==> src/rtl/flip_pkg.sv <==
package flip_pkg;
  typedef logic [1:0] buf_idx_t;

  localparam buf_idx_t BUF_A = 2'd0;
  localparam buf_idx_t BUF_B = 2'd1;
  localparam buf_idx_t BUF_C = 2'd2;

  // Buffer indices 0,1,2 sum to 3, so the remaining one is 3 - a - b.
  function automatic buf_idx_t other_buf(input buf_idx_t a, input buf_idx_t b);
    buf_idx_t r;
    r = 2'd3 - a - b;
    return r;
  endfunction
endpackage

==> src/rtl/reset_sync.sv <==
module reset_sync (
  input  logic clk,
  input  logic rst_n,
  output logic rst_n_sync
);
  logic stage_q;
  logic out_q;

  always_ff @(posedge clk or negedge rst_n) begin
    if (!rst_n) begin
      stage_q <= 1'b0;
      out_q   <= 1'b0;
    end else begin
      stage_q <= 1'b1;
      out_q   <= stage_q;
    end
  end

  assign rst_n_sync = out_q;
endmodule

==> src/rtl/raster_timer.sv <==
module raster_timer #(
  parameter int H_ACTIVE = 640,
  parameter int H_BLANK  = 160,
  parameter int V_ACTIVE = 480,
  parameter int V_BLANK  = 45,
  localparam int H_TOTAL = H_ACTIVE + H_BLANK,
  localparam int V_TOTAL = V_ACTIVE + V_BLANK,
  localparam int HW      = $clog2(H_TOTAL),
  localparam int VW      = $clog2(V_TOTAL)
) (
  input  logic          clk,
  input  logic          rst_n,
  input  logic          tick,
  output logic [HW-1:0] h_pos,
  output logic [VW-1:0] v_pos,
  output logic          active,
  output logic          enter_blank,
  output logic          frame_strobe,
  output logic          blank_strobe
);
  localparam logic [HW-1:0] H_LAST   = HW'(H_TOTAL - 1);
  localparam logic [VW-1:0] V_LAST   = VW'(V_TOTAL - 1);
  localparam logic [VW-1:0] V_ACT_LAST = VW'(V_ACTIVE - 1);
  localparam logic [HW-1:0] H_ACT_END  = HW'(H_ACTIVE);
  localparam logic [VW-1:0] V_ACT_END  = VW'(V_ACTIVE);

  logic [HW-1:0] h_q, h_d;
  logic [VW-1:0] v_q, v_d;
  logic          fs_q, fs_d;
  logic          vb_q, vb_d;
  logic          line_end;
  logic          enter_frame;

  always_comb begin
    line_end    = tick && (h_q == H_LAST);
    enter_blank = line_end && (v_q == V_ACT_LAST);
    enter_frame = line_end && (v_q == V_LAST);
    h_d = h_q;
    v_d = v_q;
    if (tick) begin
      h_d = (h_q == H_LAST) ? '0 : h_q + 1'b1;
    end
    if (line_end) begin
      v_d = (v_q == V_LAST) ? '0 : v_q + 1'b1;
    end
    fs_d = enter_frame;
    vb_d = enter_blank;
  end

  always_ff @(posedge clk or negedge rst_n) begin
    if (!rst_n) begin
      h_q  <= '0;
      v_q  <= '0;
      fs_q <= 1'b0;
      vb_q <= 1'b0;
    end else begin
      h_q  <= h_d;
      v_q  <= v_d;
      fs_q <= fs_d;
      vb_q <= vb_d;
    end
  end

  assign h_pos        = h_q;
  assign v_pos        = v_q;
  assign active       = (h_q < H_ACT_END) && (v_q < V_ACT_END);
  assign frame_strobe = fs_q;
  assign blank_strobe = vb_q;
endmodule

==> src/rtl/buffer_roles.sv <==
module buffer_roles
  import flip_pkg::*;
(
  input  logic     clk,
  input  logic     rst_n,
  input  logic     triple_en,
  input  logic     flip_req,
  input  logic     swap_ev,
  output buf_idx_t disp_idx,
  output buf_idx_t rend_idx,
  output logic     ready,
  output logic     swapped
);
  buf_idx_t disp_q, disp_d;
  buf_idx_t rend_q, rend_d;
  buf_idx_t pend_q, pend_d;
  logic     pv_q, pv_d;
  logic     done_q, done_d;

  // Pending state after taking this cycle's request, before the swap.
  buf_idx_t eff_rend;
  buf_idx_t eff_pend;
  logic     eff_pv;
  logic     req_ok;

  always_comb begin
    req_ok   = flip_req && (triple_en || !pv_q);
    eff_rend = rend_q;
    eff_pend = pend_q;
    eff_pv   = pv_q;
    if (req_ok) begin
      eff_pv   = 1'b1;
      eff_pend = rend_q;
      if (triple_en) begin
        eff_rend = pv_q ? pend_q : other_buf(disp_q, rend_q);
      end
    end

    disp_d = disp_q;
    rend_d = eff_rend;
    pend_d = eff_pend;
    pv_d   = eff_pv;
    done_d = 1'b0;
    if (swap_ev && eff_pv) begin
      disp_d = eff_pend;
      pv_d   = 1'b0;
      done_d = 1'b1;
      if (!triple_en) begin
        rend_d = disp_q;
      end
    end
  end

  always_ff @(posedge clk or negedge rst_n) begin
    if (!rst_n) begin
      disp_q <= BUF_A;
      rend_q <= BUF_B;
      pend_q <= BUF_A;
      pv_q   <= 1'b0;
      done_q <= 1'b0;
    end else begin
      disp_q <= disp_d;
      rend_q <= rend_d;
      pend_q <= pend_d;
      pv_q   <= pv_d;
      done_q <= done_d;
    end
  end

  assign disp_idx = disp_q;
  assign rend_idx = rend_q;
  assign ready    = triple_en || !pv_q;
  assign swapped  = done_q;
endmodule

==> src/rtl/base_select.sv <==
module base_select
  import flip_pkg::*;
#(
  parameter int ADDR_W = 32,
  parameter logic [ADDR_W-1:0] BASE0 = '0,
  parameter logic [ADDR_W-1:0] BASE1 = '0,
  parameter logic [ADDR_W-1:0] BASE2 = '0
) (
  input  buf_idx_t          idx,
  output logic [ADDR_W-1:0] base
);
  always_comb begin
    unique case (idx)
      BUF_A:   base = BASE0;
      BUF_B:   base = BASE1;
      default: base = BASE2;
    endcase
  end
endmodule

==> src/rtl/flip_sync_ctrl.sv <==
module flip_sync_ctrl
  import flip_pkg::*;
#(
  parameter int ADDR_W   = 32,
  parameter logic [ADDR_W-1:0] BASE0 = 32'h0000_0000,
  parameter logic [ADDR_W-1:0] BASE1 = 32'h0010_0000,
  parameter logic [ADDR_W-1:0] BASE2 = 32'h0020_0000,
  parameter int H_ACTIVE = 640,
  parameter int H_BLANK  = 160,
  parameter int V_ACTIVE = 480,
  parameter int V_BLANK  = 45,
  localparam int HW      = $clog2(H_ACTIVE + H_BLANK),
  localparam int VW      = $clog2(V_ACTIVE + V_BLANK)
) (
  input  logic              clk,
  input  logic              rst_n,
  input  logic              pix_tick,
  input  logic              triple_en,
  input  logic              flip_req,
  output logic [HW-1:0]     h_pos,
  output logic [VW-1:0]     v_pos,
  output logic              active_video,
  output logic              frame_start,
  output logic              vblank_start,
  output logic [ADDR_W-1:0] display_base,
  output logic [ADDR_W-1:0] render_base,
  output logic              render_ready,
  output logic              flip_done
);
  logic     rst_n_i;
  logic     enter_blank;
  buf_idx_t disp_idx;
  buf_idx_t rend_idx;

  reset_sync u_rst (
    .clk        (clk),
    .rst_n      (rst_n),
    .rst_n_sync (rst_n_i)
  );

  raster_timer #(
    .H_ACTIVE (H_ACTIVE),
    .H_BLANK  (H_BLANK),
    .V_ACTIVE (V_ACTIVE),
    .V_BLANK  (V_BLANK)
  ) u_raster (
    .clk          (clk),
    .rst_n        (rst_n_i),
    .tick         (pix_tick),
    .h_pos        (h_pos),
    .v_pos        (v_pos),
    .active       (active_video),
    .enter_blank  (enter_blank),
    .frame_strobe (frame_start),
    .blank_strobe (vblank_start)
  );

  buffer_roles u_roles (
    .clk       (clk),
    .rst_n     (rst_n_i),
    .triple_en (triple_en),
    .flip_req  (flip_req),
    .swap_ev   (enter_blank),
    .disp_idx  (disp_idx),
    .rend_idx  (rend_idx),
    .ready     (render_ready),
    .swapped   (flip_done)
  );

  base_select #(.ADDR_W(ADDR_W), .BASE0(BASE0), .BASE1(BASE1), .BASE2(BASE2)) u_disp_sel (
    .idx  (disp_idx),
    .base (display_base)
  );

  base_select #(.ADDR_W(ADDR_W), .BASE0(BASE0), .BASE1(BASE1), .BASE2(BASE2)) u_rend_sel (
    .idx  (rend_idx),
    .base (render_base)
  );
endmodule

==> config.mk <==
export PLATFORM = sky130hd
export DESIGN_NAME = flip_sync_ctrl
export DESIGN_NICKNAME = d
export VERILOG_FILES = /design/src/rtl/flip_pkg.sv /design/src/rtl/reset_sync.sv /design/src/rtl/raster_timer.sv /design/src/rtl/buffer_roles.sv /design/src/rtl/base_select.sv /design/src/rtl/flip_sync_ctrl.sv
export SDC_FILE = /design/constraint.sdc
export NUM_CORES = 1
export LEC_CHECK = 0
export BUFFER_PORTS_ARGS = -buffer_cell sky130_fd_sc_hd__buf_4
export CORE_MARGIN = 2
export CORE_UTILIZATION = 40
export CTS_CLUSTER_DIAMETER = 60
export DETAILED_ROUTE_END_ITERATION = 16
export GPL_TIMING_DRIVEN = 0
export HOLD_SLACK_MARGIN = 0.1
export PLACE_DENSITY = 0.69
export SKIP_CTS_REPAIR_TIMING = 1
export SLEW_MARGIN = 40
export SYNTH_ARGS = -nofsm -noshare
export SYNTH_HDL_FRONTEND = slang
export SYNTH_HIERARCHICAL = 1
export SYNTH_SLANG_ARGS = --single-unit
==> constraint.sdc <==
create_clock -name clk -period 1.2 [get_ports clk]
set_input_delay 0.18 -clock clk [delete_from_list [all_inputs] [get_ports clk]]
set_output_delay 0.18 -clock clk [all_outputs]
set_load 0.05 [all_outputs]
==> results.sh <==
export IMPL_whs_ns=0.0968
export IMPL_min_period_over_period_pct=186
export IMPL_cts_made_buffers=5
export IMPL_clockPowerShare_pct=25.9
export IMPL_outcome="complete, but fails checks"
export IMPL_yosys_warnings=6
export IMPL_nNetsFinal=354
export IMPL_cap_violations=0
export IMPL_grt_max_degree=31
export IMPL_tightestPinTransition_ns=0.667
export IMPL_viasPerCell=4.25
export IMPL_dp_hpwl_um=3170
export IMPL_cp_cell_sequence="or4b_4 -> nor3_4 -> buf_6 -> and4_4 -> a21o_1 -> a2111oi_2 -> nor4_1"
export IMPL_grt_pass1_vias=1486
export IMPL_wl_met3_um=202
export IMPL_antennaDiodeCount=0
export IMPL_row_count=26
export IMPL_grt_use_total_pct=14.1
export IMPL_grt_antenna_before_repair=0
export IMPL_synthArstFlopShare_pct=100
export IMPL_first_iter_violations=101
export IMPL_critPathLaunchType="flip-flop"
export IMPL_p_comb_share_pct=38.0
export IMPL_syn_avg_cell_area_um2=9.34
export IMPL_routed_wl_met2_um=2470
export IMPL_die_x_um=76.8
export IMPL_max_freq_mhz=448
export IMPL_ys_types=45
export IMPL_grt_overflow_total=0
export IMPL_cts_num_sinks=32
export IMPL_ant_nets=0
export IMPL_ys_top_cells_by_area="dfrtp_1, buf_4, xnor2_1"
export IMPL_netlist_area_mm2=0.00212
export IMPL_rsz0062_at_grt="true"
export IMPL_die_area_mm2=0.00590
export IMPL_setup_viol=30
export IMPL_ys_ff_latch=32
export IMPL_drc=0
export IMPL_layout_commonest_cell="buf_4"
export IMPL_ir_drop_mv=0.867
export IMPL_seq_power_share_pct=36.1
export IMPL_power_per_cell_area_mw_per_mm2=1270
export IMPL_violations="negative setup slack"
export IMPL_netSwitchingFraction_pct=40.2
export IMPL_clkTransAtPathRegs_ns=0.07
export IMPL_firstDrtPassIters=6
export IMPL_critPathSlowestCell="or4b_4"
export IMPL_wl_met1_um=1910
export IMPL_cp_max_fo=6
export IMPL_synth_edff_count=0
export IMPL_worst_slack_ns=-1.03
export IMPL_finalWorstPathRequiredPeriod_ns=2.23
export IMPL_synth_flop_cell="dfrtp_1"
export IMPL_num_io_pins=94
export IMPL_internal_power_mw=2.35
export IMPL_slew_viol_final=0
export IMPL_ys_seq_area_share_pct=37.8
export IMPL_drt_total_wl_um=4640
export IMPL_place_inst=386
export IMPL_min_path_type="input pin to flip-flop"
export IMPL_die_h_um=76.8
export IMPL_slew_headroom_pct=55.5
export IMPL_power_leakage_nw=1.62
export IMPL_final_hold_viol_count=0
export IMPL_power_mw=3.93
export IMPL_clk_path_buf_depth=2
export IMPL_core_area_mm2=0.00511
export IMPL_top_layer="met4"
export IMPL_drive_gt1_share_pct=49.1
export IMPL_synth_top_area_cell="dfrtp_1"
export IMPL_cts_root_buf="clkbuf_8"
export IMPL_end_kind="flip-flop"
export IMPL_io_buffers=31
export IMPL_crit_path_max_incr_delay_ns=0.58
export IMPL_htreeDepth=2
export IMPL_grt_first_pass_wirelength_um=6760
export IMPL_routabilityCongestion=0.840
export IMPL_critPathKind="flip-flop to flip-flop"
export IMPL_clk_latency_ns=0.29
export IMPL_vias=1768
export IMPL_p_sw_mw=1.58
export IMPL_final_setup_skew_ns=0.00533
export IMPL_area_growth_pct=46.2
export IMPL_path_delay_family="simple AND/OR/NAND/NOR gates"
export IMPL_worst_path_buf_inv=1
export IMPL_syn_inst=227
export IMPL_worstPathRequired_ns=1.38
export IMPL_synth_top_cell_area_share_pct=36.6
export IMPL_cts_tree="built"
export IMPL_final_cell_mix="buf_4, conb_1, dfrtp_2"
export IMPL_critPathArrivalTime_ns=2.42
export IMPL_start_util_pct=41.5
export IMPL_wl_per_cell_um=11.1
export IMPL_finalNonFillerCells=416
kinds of logic after synthesis:
logic type	synth area share [%]
buf+inv	25.1
simple gates	19.2
flops	37.8
compound gates	8.32
xor+xnor	4.54
fa+ha+maj	2.36
mux	2.06
other cells	0.531
worst paths after layout:
| path | startpoint | slack, ns | cells after the start | endpoint |
|---|---|---|---|---|
| worst max-delay path | u_raster/h_pos[6] | -1.03 | 7 | u_roles/rend_idx[1] |
| worst min-delay path | pix_tick | 0.1 | 2 | u_raster/h_pos[0] |
| worst max register to register | u_raster/h_pos[6] | -1.03 | 7 | u_roles/rend_idx[1] |
| worst min register to register | u_rst/rst_n_sync | 0.31 | 0 | u_roles/disp_idx[1] |
| max in group asynchronous | u_rst/rst_n_sync | 0.42 | 0 | u_raster/h_pos[1] |
| min in group asynchronous | rst_n | 0.21 | 2 | u_rst/rst_n_sync |
sequential cells by signal, indices dropped and copies added, names as in the netlist:
register	flops
u_raster/h_pos	10
u_raster/v_pos	10
u_roles/disp_idx	2
u_roles/pend_q	2
u_roles/rend_idx	2
u_raster/blank_strobe	1
u_raster/frame_strobe	1
u_roles/pv_q	1
u_roles/swapped	1
u_rst/rst_n_sync	1
u_rst/stage_q	1
through the flow:
step | instance area (µm²) | TNS, ns | setup WS [ns] | utilization [%]
2_1_floorplan | 2410 | -15.79 | -1.02 | -
5_1_grt | 3100 | -17.32 | -1.08 | 60.7
4_1_cts | 2840 | -17.34 | -1.15 | 55.6
6_report | 3100 | -15.99 | -1.03 | 60.7
3_5_place_dp | 2730 | -16.03 | -1.13 | 53.5
3_3_place_gp | 2730 | -21.53 | -1.12 | 53.5
cells in the mapped netlist (4+ instances only):
cell / number
and3_1: 4
nand4_1: 7
o21ai_0: 11
nand2b_1: 4
inv_1: 10
buf_4: 62
nand2_1: 10
nand3_1: 8
nor2_1: 11
ha_1: 4
dfrtp_1: 31
nor3_1: 6
xnor2_1: 10
final cells by class:
cell class | instances | area [µm²]
clock inverters | 2 | 35.0
clock buffers | 6 | 72.6
well taps | 70 | 87.6
flip-flops and latches | 32 | 830
repair buffers | 53 | 430
fillers | 444 | 2010
plain buffers | 66 | 499
multi-input cells | 177 | 1110
inverters | 10 | 37.5
power groups by stage:
stage / clock network, mW / registers, mW / logic, mW
finish: 1.02 / 1.42 / 1.49
detailed placement: 0 / 1.44 / 1.38
global route: 1.09 / 1.45 / 1.57
CTS: 1.04 / 1.42 / 1.38
floorplan: 0 / 1.67 / 0.894
global placement: 0 / 1.43 / 1.36
metal layers:
metal	vias up	global-route usage (%)
li1	892	-
met1	823	16.7
met2	46	24.6
met3	7	3.76
met4	0	4.91
met5	-	0
worst reg2reg max path, cell delays in order, from the launching register on:
cell and delay [ns]:
dfrtp_2 0.43, or4b_4 0.58, nor3_4 0.24, buf_6 0.14, and4_4 0.26, a21o_1 0.16, a2111oi_2 0.07, nor4_1 0.27
Note: power is estimated with default switching activity, not from simulation.
